$ cat src/rtl/vni_pkg.sv
package vni_pkg;
  localparam int CFG_W   = 24;
  localparam int LVL_W   = 3;
  localparam int CODE_W  = 5;
  localparam int BASE_W  = 3;
  localparam int VEC_W   = BASE_W + CODE_W;
  localparam int RANK_W  = 8;
  localparam int NUM_CH  = 4;
  localparam int ADDR_W  = 2;
  localparam logic [CFG_W-1:0] CFG_WMASK = 24'hFFFFE1;

  localparam logic [ADDR_W-1:0] A_CFG  = 2'd0;
  localparam logic [ADDR_W-1:0] A_PEND = 2'd1;
  localparam logic [ADDR_W-1:0] A_ENA  = 2'd2;
  localparam logic [ADDR_W-1:0] A_ISR  = 2'd3;

  // fixed vector code of a source
  function automatic logic [CODE_W-1:0] src_code(input int idx);
    if (idx < NUM_CH) return CODE_W'(30 - idx);
    return CODE_W'(26 - (idx - NUM_CH));
  endfunction

  // arbitration rank of a source, smaller is stronger
  function automatic logic [RANK_W-1:0] rank_of(input int idx,
                                                input logic [CFG_W-1:0] cfg);
    int slot;
    int k;
    logic [RANK_W-1:0] r;
    if (idx < NUM_CH) begin
      slot = NUM_CH;
      for (int s = NUM_CH - 1; s >= 0; s--)
        if (int'(cfg[16 + 2*s +: 2]) == idx) slot = s;
      r = cfg[0] ? RANK_W'(1 + 2*slot) : RANK_W'(1 + slot);
    end else begin
      k = idx - NUM_CH;
      if (cfg[0]) r = (k < 3) ? RANK_W'(2 + 2*k) : RANK_W'(10 + k);
      else        r = RANK_W'(6 + k);
    end
    if (cfg[12:8] == src_code(idx)) r = '0;
    return r;
  endfunction
endpackage

$ cat src/rtl/vni_regfile.sv
module vni_regfile
  import vni_pkg::*;
#(
  parameter int NUM_SRC = 8
) (
  input  logic                clk,
  input  logic                rst,
  input  logic                wr,
  input  logic [ADDR_W-1:0]   addr,
  input  logic [CFG_W-1:0]    wdata,
  input  logic [NUM_SRC-1:0]  src_req,
  input  logic [NUM_SRC-1:0]  isr_set,
  output logic [CFG_W-1:0]    cfg_q,
  output logic [NUM_SRC-1:0]  pend_q,
  output logic [NUM_SRC-1:0]  ena_q,
  output logic [NUM_SRC-1:0]  isr_q,
  output logic [CFG_W-1:0]    rdata
);
  logic [NUM_SRC-1:0] src_d;
  logic [NUM_SRC-1:0] pend_clr;
  logic [NUM_SRC-1:0] isr_clr;
  logic [CFG_W-1:0]   rd_mux;

  function automatic logic [CFG_W-1:0] zext(input logic [NUM_SRC-1:0] v);
    logic [CFG_W-1:0] o;
    o = '0;
    o[NUM_SRC-1:0] = v;
    return o;
  endfunction

  always_comb begin
    pend_clr = (wr && addr == A_PEND) ? wdata[NUM_SRC-1:0] : '0;
    isr_clr  = (wr && addr == A_ISR)  ? wdata[NUM_SRC-1:0] : '0;
    case (addr)
      A_CFG:   rd_mux = cfg_q;
      A_PEND:  rd_mux = zext(pend_q);
      A_ENA:   rd_mux = zext(ena_q);
      default: rd_mux = zext(isr_q);
    endcase
  end

  always_ff @(posedge clk) begin
    if (rst) begin
      src_d  <= '0;
      cfg_q  <= '0;
      pend_q <= '0;
      ena_q  <= '0;
      isr_q  <= '0;
      rdata  <= '0;
    end else begin
      src_d  <= src_req;
      rdata  <= rd_mux;
      pend_q <= (pend_q & ~pend_clr) | (src_req & ~src_d);
      isr_q  <= (isr_q & ~isr_clr) | isr_set;
      if (wr && addr == A_CFG) cfg_q <= wdata & CFG_WMASK;
      if (wr && addr == A_ENA) ena_q <= wdata[NUM_SRC-1:0];
    end
  end
endmodule

$ cat src/rtl/vni_rank.sv
module vni_rank
  import vni_pkg::*;
#(
  parameter int NUM_SRC = 8,
  localparam int IDX_W  = (NUM_SRC > 1) ? $clog2(NUM_SRC) : 1,
  localparam int KEY_W  = RANK_W + IDX_W
) (
  input  logic [CFG_W-1:0]   cfg,
  input  logic [NUM_SRC-1:0] pend,
  input  logic [NUM_SRC-1:0] ena,
  input  logic [NUM_SRC-1:0] isr,
  output logic               qualify,
  output logic [IDX_W-1:0]   win_idx
);
  logic [KEY_W-1:0] key [NUM_SRC];
  logic [KEY_W-1:0] best_key;
  logic [KEY_W-1:0] isr_key;
  logic             found;

  for (genvar i = 0; i < NUM_SRC; i++) begin : g_key
    assign key[i] = {rank_of(i, cfg), IDX_W'(i)};
  end

  always_comb begin
    best_key = '1;
    isr_key  = '1;
    found    = 1'b0;
    win_idx  = '0;
    for (int i = 0; i < NUM_SRC; i++) begin
      if (pend[i] && ena[i] && key[i] < best_key) begin
        best_key = key[i];
        win_idx  = IDX_W'(i);
        found    = 1'b1;
      end
      if (isr[i] && key[i] < isr_key) isr_key = key[i];
    end
    qualify = found && (best_key < isr_key);
  end
endmodule

$ cat src/rtl/vni_ack.sv
module vni_ack
  import vni_pkg::*;
#(
  parameter int NUM_SRC = 8,
  localparam int IDX_W  = (NUM_SRC > 1) ? $clog2(NUM_SRC) : 1
) (
  input  logic               clk,
  input  logic               rst,
  input  logic               iack,
  input  logic               qualify,
  input  logic [IDX_W-1:0]   win_idx,
  input  logic [LVL_W-1:0]   cfg_lvl,
  input  logic [BASE_W-1:0]  cfg_base,
  output logic [NUM_SRC-1:0] isr_set,
  output logic [LVL_W-1:0]   irq_level,
  output logic               vec_valid,
  output logic [VEC_W-1:0]   vec_out
);
  logic [CODE_W-1:0] win_code;

  always_comb begin
    isr_set = '0;
    if (iack && qualify) isr_set[win_idx] = 1'b1;
    win_code = qualify ? src_code(int'(win_idx)) : '0;
  end

  always_ff @(posedge clk) begin
    if (rst) begin
      irq_level <= '0;
      vec_valid <= 1'b0;
      vec_out   <= '0;
    end else begin
      irq_level <= qualify ? cfg_lvl : '0;
      vec_valid <= iack;
      if (iack) vec_out <= {cfg_base, win_code};
    end
  end
endmodule

$ cat src/rtl/vec_nest_intc.sv
module vec_nest_intc
  import vni_pkg::*;
#(
  parameter int NUM_SRC = 8
) (
  input  logic               clk,
  input  logic               rst,
  input  logic [NUM_SRC-1:0] src_req,
  input  logic               bus_wr,
  input  logic [1:0]         bus_addr,
  input  logic [23:0]        bus_wdata,
  output logic [23:0]        bus_rdata,
  input  logic               iack,
  output logic [2:0]         irq_level,
  output logic               vec_valid,
  output logic [7:0]         vec_out
);
  localparam int IDX_W = (NUM_SRC > 1) ? $clog2(NUM_SRC) : 1;

  logic [CFG_W-1:0]   cfg_q;
  logic [NUM_SRC-1:0] pend_q;
  logic [NUM_SRC-1:0] ena_q;
  logic [NUM_SRC-1:0] isr_q;
  logic [NUM_SRC-1:0] isr_set;
  logic               qualify;
  logic [IDX_W-1:0]   win_idx;

  vni_regfile #(.NUM_SRC(NUM_SRC)) u_regs (
    .clk(clk), .rst(rst), .wr(bus_wr), .addr(bus_addr), .wdata(bus_wdata),
    .src_req(src_req), .isr_set(isr_set), .cfg_q(cfg_q), .pend_q(pend_q),
    .ena_q(ena_q), .isr_q(isr_q), .rdata(bus_rdata)
  );

  vni_rank #(.NUM_SRC(NUM_SRC)) u_rank (
    .cfg(cfg_q), .pend(pend_q), .ena(ena_q), .isr(isr_q),
    .qualify(qualify), .win_idx(win_idx)
  );

  vni_ack #(.NUM_SRC(NUM_SRC)) u_ack (
    .clk(clk), .rst(rst), .iack(iack), .qualify(qualify), .win_idx(win_idx),
    .cfg_lvl(cfg_q[15:13]), .cfg_base(cfg_q[7:5]), .isr_set(isr_set),
    .irq_level(irq_level), .vec_valid(vec_valid), .vec_out(vec_out)
  );
endmodule

$ cat config.mk
export PLATFORM = sky130hd
export DESIGN_NAME = vec_nest_intc
export DESIGN_NICKNAME = d
export VERILOG_FILES = /design/src/rtl/vni_pkg.sv /design/src/rtl/vni_regfile.sv /design/src/rtl/vni_rank.sv /design/src/rtl/vni_ack.sv /design/src/rtl/vec_nest_intc.sv
export SDC_FILE = /design/constraint.sdc
export NUM_CORES = 1
export LEC_CHECK = 0
export BUFFER_PORTS_ARGS = -buffer_cell sky130_fd_sc_hd__buf_2
export CAP_MARGIN = 20
export CORE_MARGIN = 4
export CORE_UTILIZATION = 30
export DETAILED_ROUTE_END_ITERATION = 8
export GPL_TIMING_DRIVEN = 0
export PLACE_DENSITY = 0.46
export REMOVE_ABC_BUFFERS = 1
export SLEW_MARGIN = 20
export SYNTH_ARGS = -nofsm -noshare
export SYNTH_HDL_FRONTEND = slang
export SYNTH_SLANG_ARGS = --single-unit
$ cat constraint.sdc
create_clock -name clk -period 18.96 [get_ports clk]
set_input_delay 4.74 -clock clk [delete_from_list [all_inputs] [get_ports clk]]
set_output_delay 4.74 -clock clk [all_outputs]
set_load 0.02 [all_outputs]
# After elaboration in Yosys (flattened, before gate mapping)

Cells that the tools add are included.

Register bits: 88
Input port bits: 38
Output and inout port bits: 36
Word-level logic and storage cells: 181

Add/sub/neg operators: 11
Magnitude comparators: 19
Equal/unequal tests: 23
Multiplexer cells: 73
Bitwise gates (word level): 9
Reduce and logical (&&, ||, !) cells: 37

Operators by type and width:

| operator               | number |
|---|---|
| $mux W11               | 16 |
| $mux W8                | 15 |
| $lt A11 B11 Y1         | 7 |
| $pmux W24 S3           | 1 |
| $mux W3                | 20 |
| $lt A6 B11 Y1          | 4 |
| $lt A7 B11 Y1          | 4 |
| $eq A5 B5 Y1 const B   | 8 |
| $add A2 B8 Y8 const A  | 4 |
| $logic_and A1 B1 Y1    | 31 |
| $and A8 B8 Y8          | 3 |
| $not A8 Y8             | 3 |
| $eq A2 B2 Y1 const B   | 10 |
| $or A8 B8 Y8           | 2 |
| $mux W5                | 3 |
| $mux W4                | 3 |
| $lt A11 B11 Y1 const B | 1 |
| $mux W1                | 11 |
| $add A1 B4 Y5 const A  | 2 |
| $eq A2 B1 Y1 const B   | 5 |
| $logic_not A2 Y1       | 5 |
| $add A1 B3 Y4 const A  | 2 |
| $mux W2                | 3 |
| $sub A4 B5 Y5 const A  | 1 |
| other kinds (8)        | 8 |

# Longest topological paths before layout

Gate-level depths: netlist of run 1.

Word-level depth: 38
Gate-level depth with buffers: 70
Gate-level depth less buffers: 67

# Cells and area by module

From an unflattened synthesis of run 1, not the netlist that was laid out.

Cells, all modules: 777
Area, all modules: 6258.5 µm²

Modules (own cells, without submodules):

| module      | times used | cells an instance | area an instance (µm²) | seq. area each (µm²) |
|---|---|---|---|---|
| vni_rank    | 1          | 429               | 3025.4                 | 0.0 |
| vni_regfile | 1          | 296               | 2708.8                 | 1521.5 |
| vni_ack     | 1          | 52                | 524.3                  | 240.2 |

# Worst setup path after synthesis of run 1

Ideal clock, no wire load.

Path kind: flip-flop to flip-flop
Start point: register u_regs.cfg_q[20]
End point: register u_regs.isr_q[0]
Library setup time: 87 ps
Arrival time: 12147 ps
Data required time: 18873 ps
Setup slack: 6726 ps
Stages on the path, launching flop included: 68
Path buffers: 5
Period minus slack after synthesis: 12234 ps
Cells stage by stage: dfxtp_1 -> buf_2 -> or2_1 -> a21oi_1 -> nor2_1 -> ha_1 -> nor2_1 -> a21o_1 -> nor3_1 -> nor2_1 -> ha_1 -> nor3_1 -> a22oi_1 -> a31oi_1 -> mux2i_1 -> inv_1 -> ha_1 -> o211a_1 -> [... 32 more ...] -> nand2_1 -> o21ba_2 -> ha_1 -> o2111ai_1 -> a211oi_1 -> nand2b_1 -> buf_2 -> nor2_1 -> a21oi_1 -> ha_1 -> nor2b_1 -> o21ai_0 -> nand2b_1 -> a211o_1 -> a2111oi_4 -> a21oi_2 -> buf_6 -> o31ai_1

Cells in the longest elaborated chain, start to end: 37
Elaborated cells on any way between the ends: 104
Classes of those cells: 8 x add/sub; 18 x order compare; 3 x eq/ne; 54 x mux; 1 x bitwise; 20 x reduce/logical

Ends and longest elaborated chain:

| item                                                                      | RTL line                       | RTL |
|---|---|---|
| start: declaration                                                        | vni_regfile.sv:13              | `output logic [CFG_W-1:0] cfg_q,` |
| start signal: assignment                                                  | vni_regfile.sv:55              | `if (wr && addr == A_CFG) cfg_q <= wdata & CFG_WMASK;` |
| $logic_not A2 Y1                                                          | vni_pkg.sv:32                  | `if (int'(cfg[16 + 2*s +: 2]) == idx) slot = s;` |
| $mux W3                                                                   | vni_pkg.sv:32                  |  |
| $mux W8 (2 in series)                                                     | vni_pkg.sv:32                  |  |
| $add A2 B8 Y8                                                             | vni_pkg.sv:33                  | `r = cfg[0] ? RANK_W'(1 + 2*slot) : RANK_W'(1 + slot);` |
| $mux W8                                                                   | vni_pkg.sv:33                  |  |
| $mux W8                                                                   | vni_pkg.sv:39                  | `if (cfg[12:8] == src_code(idx)) r = '0;` |
| $lt A11 B11 Y1                                                            | vni_rank.sv:30, vni_rank.sv:35 |  |
| $logic_and A1 B1 Y1                                                       | vni_rank.sv:30                 | `if (pend[i] && ena[i] && key[i] < best_key) begin` |
| [... 20 more ...]                                                         | --                             |  |
| $logic_and A1 B1 Y1                                                       | vni_rank.sv:30                 |  |
| $mux W3                                                                   | vni_rank.sv:30                 |  |
| $lt A3 B4 Y1 (not written as such) / $ge A3 B1 Y1 (equally long branches) | vni_ack.sv:23                  | `if (iack && qualify) isr_set[win_idx] = 1'b1;` |
| $logic_and A1 B1 Y1 (not written as such)                                 | vni_ack.sv:23                  |  |
| $mux W1 (not written as such)                                             | vni_ack.sv:23                  |  |
| $demux W1 S3                                                              | --                             |  |
| $mux W8 *                                                                 | vni_ack.sv:23                  |  |
| $or A8 B8 Y8 *                                                            | vni_regfile.sv:54              | `isr_q <= (isr_q & ~isr_clr) \| isr_set;` |
| end signal: assignment                                                    | vni_regfile.sv:54              |  |
| end: declaration                                                          | vni_regfile.sv:16              | `output logic [NUM_SRC-1:0] isr_q,` |

Mark *: on every way between the ends. The rest lies on a longest branch, timed or not.
A chain may end at the register's enable or synchronous reset.

# Worst setup path after layout of run 1

Start point: register u_regs.cfg_q[16]
End point: register u_regs.isr_q[2]

Cells in the longest elaborated chain, start to end: 35
Elaborated cells on any way between the ends: 96
Classes of those cells: 8 x add/sub; 18 x order compare; 3 x eq/ne; 46 x mux; 1 x bitwise; 20 x reduce/logical

Ends and longest elaborated chain:

| item                                                                      | RTL line |
|---|---|
| $logic_not A2 Y1                                                          | vni_pkg.sv:32 |
| $mux W8                                                                   | vni_pkg.sv:32 |
| $add A2 B8 Y8                                                             | vni_pkg.sv:33 |
| $mux W8                                                                   | vni_pkg.sv:33 |
| $mux W8                                                                   | vni_pkg.sv:39 |
| $lt A11 B11 Y1                                                            | vni_rank.sv:30, vni_rank.sv:35 |
| $logic_and A1 B1 Y1                                                       | vni_rank.sv:30 |
| $mux W11                                                                  | vni_rank.sv:30 |
| [... 19 more ...]                                                         | -- |
| $logic_and A1 B1 Y1                                                       | vni_rank.sv:30 |
| $mux W3                                                                   | vni_rank.sv:30 |
| $lt A3 B4 Y1 (not written as such) / $ge A3 B1 Y1 (equally long branches) | vni_ack.sv:23 |
| $logic_and A1 B1 Y1 (not written as such)                                 | vni_ack.sv:23 |
| $mux W1 (not written as such)                                             | vni_ack.sv:23 |
| $demux W1 S3                                                              | -- |
| $mux W8 *                                                                 | vni_ack.sv:23 |
| $or A8 B8 Y8 *                                                            | vni_regfile.sv:54 |

Marked as above.

==> impl_metrics.ini, run 1 <==
[cts]
path_clk_slew_ns = 0.06
cts-htree-levels = 3
numCtsBuffers = 9
clk_latency_ns = 0.34
cts_tree = done
cts_sinks = 88
root_buffer = clkbuf_16
post_cts.repair.setup_buffers = 0
cts_resized = 0
ctsHoldBuffers = 0
clk_path_buf_depth = 2

[cells_and_area]
regArea_sq_um = 1762
finalNetCount = 922
fin_area_sq_um = 7079
multi_input_area_sq_um = 4203
drive_gt1_share_pct = 15.85
nFillCells = 2206
n_antenna_cell = 0
area_delta_synth_final_pct = 13.87

[yosys]
synth_top_area_share_pct = 28.34
synth_top_area_cell = dfxtp_1
yosysMostFrequentCell = nand2_1
netlist_area_sq_um = 6217
synth_top_family_by_area = simple AND/OR/NAND/NOR gates
synth_edf_count = 0
synth_area_leaders = dfxtp_1 (28%), ha_1 (11%), nand2_1 (6.7%)
yosys_warnings = 0
synth-seq-cells = 88
yosys-mux-area-fraction_pct = 6.681
yosysSeqAreaShare_pct = 28.34
ys.flop_type = dfxtp_1
synth-compound-area-share_pct = 22.62
synth_cell_types = 78
ys_async_sr_fraction_pct = 0
synth_cells = 779
synthAdderAreaFrac_pct = 11.27
syn_avg_cell_area_sq_um = 7.981
synthSimpleGateAreaFrac_pct = 26.04
yosys.area_share.xor_xnor_pct = 0.7044
synthTopCellsByCount = nand2_1 (111), dfxtp_1 (88), nor2_1 (71)

[pwr]
switchingPower_uw = 131.4
p_leak_uw = 0.003124
seq_power_share_pct = 44.3
share_comb_of_total_power_pct = 17.5
p_per_area_nw_per_um2 = 63.12
intPower_uw = 315.4
swShare_pct = 29.41
ir_drop_mv = 0.04630
pwr-share-clk_pct = 38.2

[min_path]
whs_path_depth = 2
hp-class = flop to flop

[drt]
ant_nets = 0
drc = 0
vias_per_cell = 5.096
drt-pass1-iter-count = 5
totalWireLength_microns = 18650
wl_per_cell_microns = 16.91
drt-initial-drc-count = 254
vias = 5621

[die]
rows = 52
fp.dieH_microns = 152.0
ioPinCount = 74
core_area_sq_um = 20300
die_area_sq_um = 23090
start_util_pct = 30.63
dieWidth_microns = 152.0

[global_route]
grt_max_degree = 64
grt_pass1_wl_microns = 30170
globalRouteTotalUtil_pct = 15.80
grt_pass1_vias = 5622
overflow = 0
antenna_found_initial = 0

[sta]
slew_violations = 0
final_hold_viol_count = 0
fmax_ghz = 0.06728
tns_ns = 0
min_period_ns = 14.86
worst_slew_pin_slew_ns = 0.9815
relSlewSlack_pct = 34.13
fin_worst_skew_ns = 0.01217
finalCritPeriodShare_pct = 78.39
setup_viol = 0
rsz0062_at_grt = false

[worst_setup_path]
start_kind = flop
worst_path_max_delay_cell = a31oi_1
max_stage_delay_ns = 0.62
rr_worst_depth = 60
cp.arrival_ns = 15.10
crit_path_max_fanout = 15
cpLargestDelayFamily = compound AO/OA/AOI/OAI gates
critPathBufInv = 5
critical_path_class = flop to flop
crit_path_end_kind = flop
cp.depth = 60
cp_common_cell = ha_1
required_ns = 19.20

[placed_design]
dp_hpwl_microns = 14610
port_buffers = 73
dpl_cell_area_sq_um = 6790
gp_congestion = 0.8338

[job]
cap_violations = 0

[status]
status = finished clean
==> cells by family (layout without fill, tap and decap cells) <==
| kind of cell | after synthesis | in the layout |
|---|---|---|
| and+or+nand+nor | 330 | 330 |
| AOI/OAI and AO/OA | 199 | 199 |
| muxes | 35 | 35 |
| adders and majority gates | 56 | 56 |
| DFF | 88 | 88 |
| buffers and inverters | 66 | 120 |
| xor gates and xnor gates | 5 | 5 |
==> power groups by stage <==
stage / registers, uW / clock network [uW] / logic [uW]
2_1_floorplan: 201 / 0 / 50.5
3_3_place_gp: 202 / 0 / 78.1
3_5_place_dp: 202 / 0 / 78.4
4_1_cts: 198 / 175 / 78.9
5_1_grt: 199 / 183 / 88.5
6_report: 198 / 171 / 78.1
==> layout by cell type, fill, tap and decap left out, drive strengths merged, types with 4 or more instances in the layout <==
master,instances
dfxtp,88
nand3,22
o41ai,6
o311a,5
mux4,4
buf,74
or3,9
nor2,73
o31ai,6
nor3,16
clkbuf,10
o211ai,17
or2,5
inv,32
a21o,7
nand2,111
and2,25
nand2b,7
nand4,6
nor4,6
o21a,10
nor2b,29
o31a,5
and3,5
nor3b,5
a211oi,6
o21ai,32
o22ai,4
a21oi,62
a22oi,9
mux2,12
ha,56
mux2i,19
==> final cells by class <==
class | count | share of cell area [%]
Timing Repair Buffer | 74 | 5.302
Tap cell | 270 | 4.772
Clock inverter | 6 | 0.7070
Multi-Input combinational cell | 625 | 59.37
Clock buffer | 10 | 3.376
Sequential cell | 88 | 24.89
Inverter | 30 | 1.591
==> path summary, 6_finish.rpt <==
| path | start | end | slack [ns] |
|---|---|---|---|
| setup / recovery | u_regs.cfg_q[16] | u_regs.isr_q[2] | 4.10 |
| hold reg to reg | u_ack.vec_out[0] | u_ack.vec_out[0] | 0.46 |
| hold / removal | u_ack.vec_out[0] | u_ack.vec_out[0] | 0.46 |
| setup reg to reg | u_regs.cfg_q[16] | u_regs.isr_q[2] | 4.10 |
==> per-layer routing <==
layer  track usage, %  share of wire [%]  up-vias  routed length (microns)
li1                 -                  -     2905                        -
met1            21.90                 50     2621                     9243
met2            26.52                 47       85                     8748
met3            2.332                2.7       10                      510
met4            2.654               0.78        0                      146
met5                0                  0        -                        0
==> per-stage QoR <==
stage	setup slack [ns]	hold slack, ns	power, uW	std cells	utilization, %
final	4.097	0.4567	446.8	1103	34.87
after global routing	2.784	0.4740	469.9	1103	34.87
after CTS	4.137	0.4548	451.4	1103	34.87
after detailed placement	4.240	0.4440	280.5	1087	33.45
after global placement	3.297	0.4468	280.1	1086	33.31
after floorplan	6.238	0.4339	252.0	743	-
==> worst register-to-register path, delay by kind of cell (launching register included) <==
kind | cells | cell delay, ns
compound gates | 30 | 7.20
xor+xnor | 1 | 0.16
fa+ha+maj | 9 | 2.39
buf+inv | 5 | 0.49
flops | 1 | 0.57
mux | 3 | 1.24
simple gates | 12 | 2.71
==> state kept, by name, summed over array words and instances, names as in the netlist <==
name,count
u_regs.pend_q,8
u_regs.ena_q,8
u_regs.src_d,8
u_ack.irq_level,3
u_regs.cfg_q,20
u_ack.vec_valid,1
u_regs.rdata,24
u_regs.isr_q,8
u_ack.vec_out,8
Note: power is estimated with default switching activity, not from simulation.
==> run 2, diff against run 1 <==
- ABC_AREA: not set -> 1
- clock period: 18.96 -> 15 ns (I/O delays scaled with it)
==> run 2 against run 1 <==
  * Global-route usage increased by 0.23 points
  * Synthesized area is 1.7% lower
  * Routed wire length fell by 5.2%
  * Clock-buffer cell count stayed put
  * Non-clock buffer count is the same
==> impl_metrics.ini, run 2 <==
[sta]
relSlewSlack_pct = 39.81
min_period_ns = 11.20
tns_ns = 0
fmax_ghz = 0.08928
setup_viol = 0
finalCritPeriodShare_pct = 74.67
final_hold_viol_count = 0
worst_slew_pin_slew_ns = 0.9012
slew_violations = 0
rsz0062_at_grt = false
fin_worst_skew_ns = 0.01122

[pwr]
p_leak_uw = 0.003718
share_comb_of_total_power_pct = 22.9
seq_power_share_pct = 38.7
swShare_pct = 31.49
ir_drop_mv = 0.05552
total_power_uw = 651.8
switchingPower_uw = 205.2
intPower_uw = 446.5
p_per_area_nw_per_um2 = 92.28
pwr-share-clk_pct = 38.4

[global_route]
globalRouteTotalUtil_pct = 16.02
antenna_found_initial = 0
grt_pass1_vias = 5726
overflow = 0
grt_pass1_wl_microns = 29120
grt_max_degree = 47

[yosys]
synth_top_area_cell = dfxtp_1
synth_cells = 911
synth_area_leaders = dfxtp_1 (29%), nand2_1 (13%), ha_1 (11%)
yosys_warnings = 0
synth_edf_count = 0
netlist_area_sq_um = 6110
ys.flop_type = dfxtp_1
synth-seq-cells = 88
synth_cell_types = 47
syn_avg_cell_area_sq_um = 6.706
yosysMostFrequentCell = nand2_1
ys_async_sr_fraction_pct = 0
synth_top_area_share_pct = 28.83
synthTopCellsByCount = nand2_1 (216), inv_1 (116), dfxtp_1 (88)
yosysSeqAreaShare_pct = 28.83

[drt]
vias = 5851
ant_nets = 0
drc = 0
drt-initial-drc-count = 282
vias_per_cell = 4.700
drt-pass1-iter-count = 5
wl_per_cell_microns = 14.20
totalWireLength_microns = 17680

[cts]
root_buffer = clkbuf_16
cts_sinks = 88
clk_latency_ns = 0.34
cts_tree = done
cts-htree-levels = 3
post_cts.repair.setup_buffers = 0
path_clk_slew_ns = 0.07
ctsHoldBuffers = 0
numCtsBuffers = 9
cts_resized = 0
clk_path_buf_depth = 2

[cells_and_area]
n_antenna_cell = 0
area_delta_synth_final_pct = 15.61
nFillCells = 2191
multi_input_area_sq_um = 3707
mostFrequentLayoutCell = nand2_1
layout_common_cells = nand2_1 (215), inv_1 (116), dfxtp_1 (88)
finalNetCount = 1069
largestRegisters = u_regs.rdata x24, u_regs.cfg_q x20
drive_gt1_share_pct = 17.65
largest_register_ffs = 24
largest-register = u_regs.rdata
regArea_sq_um = 1762

[worst_setup_path]
cp.arrival_ns = 11.47
crit_path_end_kind = flop
r2r_start = u_regs.cfg_q[0]
worst_path_max_delay_cell = a211oi_2
start_kind = flop
critPathBufInv = 10
cpLargestDelayFamily = simple AND/OR/NAND/NOR gates
rrSetupSlack_ns = 3.80
cp_common_cell = nand2_1
max_stage_delay_ns = 0.78
required_ns = 15.27
r2r_end = u_ack.irq_level[0]
critical_path_class = flop to flop
crit_path_max_fanout = 19
rr_worst_depth = 68

[die]
dieWidth_microns = 150.7
core_area_sq_um = 19720
start_util_pct = 30.99
rows = 51
die_area_sq_um = 22710
ioPinCount = 74
fp.dieH_microns = 150.7

[min_path]
whs_path_depth = 1
hp-class = flop to flop
hold_path_end = u_regs.pend_q[4]
min_from = u_regs.src_d[4]

[job]
cap_violations = 0

[status]
status = finished clean

[placed_design]
gp_congestion = 0.8582
port_buffers = 73
dp_hpwl_microns = 14220
==> run 2: cell count changes after synthesis, moves of 19 or more <==
cell / before / now
nand2_1: 111 / 216
inv_1: 30 / 116
o21ai_0: 26 / 84
nor2b_1: 29 / 0
inv_2: 0 / 24
and2_1: 25 / 4
mux2i_1: 19 / 0
==> run 2: final cells by class <==
type                    count  share of cell area [%]
multi-input cells         655                   52.49
flip-flops and latches     88                   24.94
inverters                 147                   7.865
repair buffers             74                   5.279
well taps                 265                   4.694
clock buffers              10                   3.384
clock inverters             6                   1.346
==> run 2: routing by layer <==
metal,vias to the layer above,GRT usage [%],part of all wire (%)
met2,78,24.53,42
li1,3130,-,-
met4,0,3.536,1.0
met5,-,0,0
met1,2634,24.04,54
met3,9,1.896,2.5
==> run 2: how the worst max path moves through the flow <==
| stage | from | end | slack, ns | cells after the start |
|---|---|---|---|---|
| 2_1_floorplan | u_regs.cfg_q[22] | u_regs.isr_q[0] | 5.91 | 77 |
| 3_3_place_gp | u_regs.cfg_q[0] | u_ack.irq_level[1] | 3.68 | 68 |
| 3_5_place_dp | u_regs.cfg_q[0] | u_ack.irq_level[0] | 3.83 | 68 |
| 4_1_cts | u_regs.cfg_q[0] | u_ack.irq_level[0] | 3.76 | 67 |
| 5_1_grt | u_regs.cfg_q[0] | u_ack.irq_level[0] | 2.47 | 67 |
| 6_report | u_regs.cfg_q[0] | u_ack.irq_level[0] | 3.80 | 68 |
==> run 2: metrics by stage <==
stage / cells / hold slack, ns / instance area, sq um / util [%] / worst slack, ns
finish: 1245 / 0.4283 / 7063 / 35.82 / 3.799
global route: 1245 / 0.4431 / 7063 / 35.82 / 2.469
CTS: 1245 / 0.4265 / 7061 / 35.81 / 3.759
detailed placement: 1229 / 0.4132 / 6726 / 34.11 / 3.827
global placement: 1228 / 0.4136 / 6711 / 34.04 / 3.677
floorplan: 890 / 0.4081 / 6015 / - / 5.910
==> run 2: kinds of logic (layout without fill, tap and decap cells) <==
group	count (synthesis)	in the layout	share of synthesized area [%]
fa+ha+maj	56	56	11.47
simple gates	401	401	31.50
compound gates	196	196	17.28
buf+inv	168	237	10.63
flops	88	88	28.83
xor+xnor	2	2	0.2868
==> run 2: power groups by stage <==
stage | Sequential (uW) | Combinational [uW] | Clock, uW
floorplan | 260 | 102 | 0
global placement | 257 | 150 | 0
detailed placement | 257 | 149 | 0
CTS | 252 | 151 | 257
global route | 254 | 173 | 267
finish | 252 | 149 | 251
==> run 3, diff against run 2 <==
- PLACE_DENSITY: 0.46 -> 0.47
- clock period: 15 -> 9.62 ns (I/O delays scaled with it)
==> run 3 against run 2 <==
  * Clock-buffer cell count fell by 1
  * First-iteration DRC count rose by 23%
  * Sequential power rose by 56%
  * Non-clock buffer count rose by 78
  * Critical path type unchanged
  * Largest power group unchanged
==> impl_metrics.ini, run 3 (same netlist as run 2, synthesis figures left out) <==
[worst_setup_path]
rrSetupSlack_ns = 0.20
start_kind = flop
r2r_start = u_regs.cfg_q[17]
crit_path_end_kind = flop
worst_path_max_delay_cell = dfxtp_4
r2r_end = u_ack.vec_out[3]
required_ns = 9.89
critical_path_class = flop to flop
rr_worst_depth = 76
max_stage_delay_ns = 0.36
cp.arrival_ns = 9.68
cp_common_cell = nand2_2
crit_path_max_fanout = 7

[min_path]
whs_path_depth = 1
hp-class = flop to flop
hold_path_end = u_regs.pend_q[4]
min_from = u_regs.src_d[4]

[cts]
path_clk_slew_ns = 0.06
clk_latency_ns = 0.34
numCtsBuffers = 9
ctsHoldBuffers = 0
cts_sinks = 88
cts_tree = done
root_buffer = clkbuf_16
clk_path_buf_depth = 2
cts-htree-levels = 3

[pwr]
p_per_area_nw_per_um2 = 129.3
switchingPower_uw = 383.7
share_comb_of_total_power_pct = 32.8
p_leak_uw = 0.004194
total_power_uw = 1120
ir_drop_mv = 0.1206
intPower_uw = 736.1
swShare_pct = 34.26
pwr-share-clk_pct = 32.0
seq_power_share_pct = 35.1

[die]
dieWidth_microns = 150.7
die_area_sq_um = 22710
start_util_pct = 30.99
ioPinCount = 74
core_area_sq_um = 19720
rows = 51
fp.dieH_microns = 150.7

[drt]
totalWireLength_microns = 19610
vias = 6514
wl_per_cell_microns = 14.81
drt-pass1-iter-count = 5
drt-initial-drc-count = 347
ant_nets = 0
drc = 0
vias_per_cell = 4.920

[placed_design]
gp_congestion = 0.8328
port_buffers = 73
dp_hpwl_microns = 14100
post-place-ws_ns = -1.564

[cells_and_area]
nFillCells = 2044
mostFrequentLayoutCell = nand2_1
regArea_sq_um = 1788
fin_util_pct = 43.91
multi_input_area_sq_um = 4631
area_delta_synth_final_pct = 41.70
n_antenna_cell = 0
drive_gt1_share_pct = 41.08
layout_common_cells = nand2_1 (151), inv_1 (98), dfxtp_1 (79)
largest-register = u_regs.rdata
largestRegisters = u_regs.rdata x24, u_regs.cfg_q x20
largest_register_ffs = 24
finalNetCount = 1148

[global_route]
overflow = 0
grt_pass1_vias = 5936
antenna_found_initial = 0
globalRouteTotalUtil_pct = 16.57
grt_max_degree = 47
grt_pass1_wl_microns = 30040

[sta]
fin_worst_skew_ns = 0.009140
tns_ns = 0
min_period_ns = 9.417
fmax_ghz = 0.1062
setup_viol = 0
relSlewSlack_pct = 16.03
finalCritPeriodShare_pct = 97.89
final_hold_viol_count = 0
setup_ws_ns = 0.2030
rsz0062_at_grt = true
worst_slew_pin_slew_ns = 1.250
slew_violations = 0

[status]
status = finished clean

[job]
cap_violations = 0
## run 3: cell types whose count changed in the layout (fill, tap and decap cells not counted), moves of 12 or more
cell | before | now
nand2_1 | 215 | 151
inv_1 | 116 | 98
a21oi_1 | 72 | 56
o21ai_2 | 2 | 22
nand2_4 | 1 | 13
ha_4 | 0 | 22
ha_1 | 56 | 30
buf_4 | 1 | 70
nand2_2 | 16 | 69
o21ai_0 | 84 | 61
## run 3: how the worst max path moves through the flow
stage / from / slack, ns / end / cells past startpoint
global route: u_regs.cfg_q[22] / -0.42 / u_ack.vec_out[3] / 75
global placement: u_regs.cfg_q[0] / -1.64 / u_ack.irq_level[0] / 68
floorplan: u_regs.cfg_q[22] / 0.53 / u_regs.isr_q[0] / 77
CTS: u_regs.cfg_q[23] / 0.0007 / u_regs.isr_q[0] / 81
finish: u_regs.cfg_q[17] / 0.20 / u_ack.vec_out[3] / 76
detailed placement: u_regs.cfg_q[0] / -1.56 / u_ack.irq_level[1] / 68
## run 3: power groups by stage
| stage | clock network, uW | logic, uW | registers [uW] |
|---|---|---|---|
| after detailed placement | 0 | 234 | 401 |
| final | 359 | 368 | 394 |
| after global routing | 385 | 408 | 395 |
| after CTS | 370 | 272 | 394 |
| after global placement | 0 | 232 | 401 |
| after floorplan | 0 | 159 | 405 |
## run 3: final cells by class
| type | count | area share, % |
|---|---|---|
| inverter | 147 | 6.764 |
| clock buffer | 9 | 2.602 |
| tap | 265 | 3.830 |
| multi-input combinational | 656 | 53.49 |
| timing repair buffer | 152 | 11.75 |
| sequential | 88 | 20.65 |
| clock inverter | 7 | 0.9105 |
## run 3: per-stage QoR
step           cells  hold slack, ns  cell area, sq um
2_1_floorplan    890          0.4081              6015
3_3_place_gp    1228          0.4120              6711
3_5_place_dp    1229          0.4173              6729
4_1_cts         1278          0.4278              7471
5_1_grt         1324          0.4344              8657
6_report        1324          0.4241              8657
## run 3: timing repair
item                       4_1_cts  5_1_grt
hold endpoints to repair         0        0
pin swaps                       18      119
setup endpoints to repair       16       16
cloned                           1        1
setup buffers                   32       46
gates resized for setup         59      209
## run 3: worst max-delay path: cells and delay by family (launching register included)
kind                     cells  cell delay (ns)
AO/OA/AOI/OAI               16             1.95
AND/OR/NAND/NOR             36             3.44
XOR/XNOR                     1             0.17
buffers and inverters       14             1.20
flip-flops                   1             0.36
adder cells (fa/ha/maj)      9             2.24
## run 3: routing by layer
layer	global-route usage (%)	vias to the layer above	share of wire, %
met5	0	-	0
met4	4.261	0	1.4
met3	1.927	17	3.4
met2	25.79	121	45
met1	24.29	3079	50
li1	-	3297	-
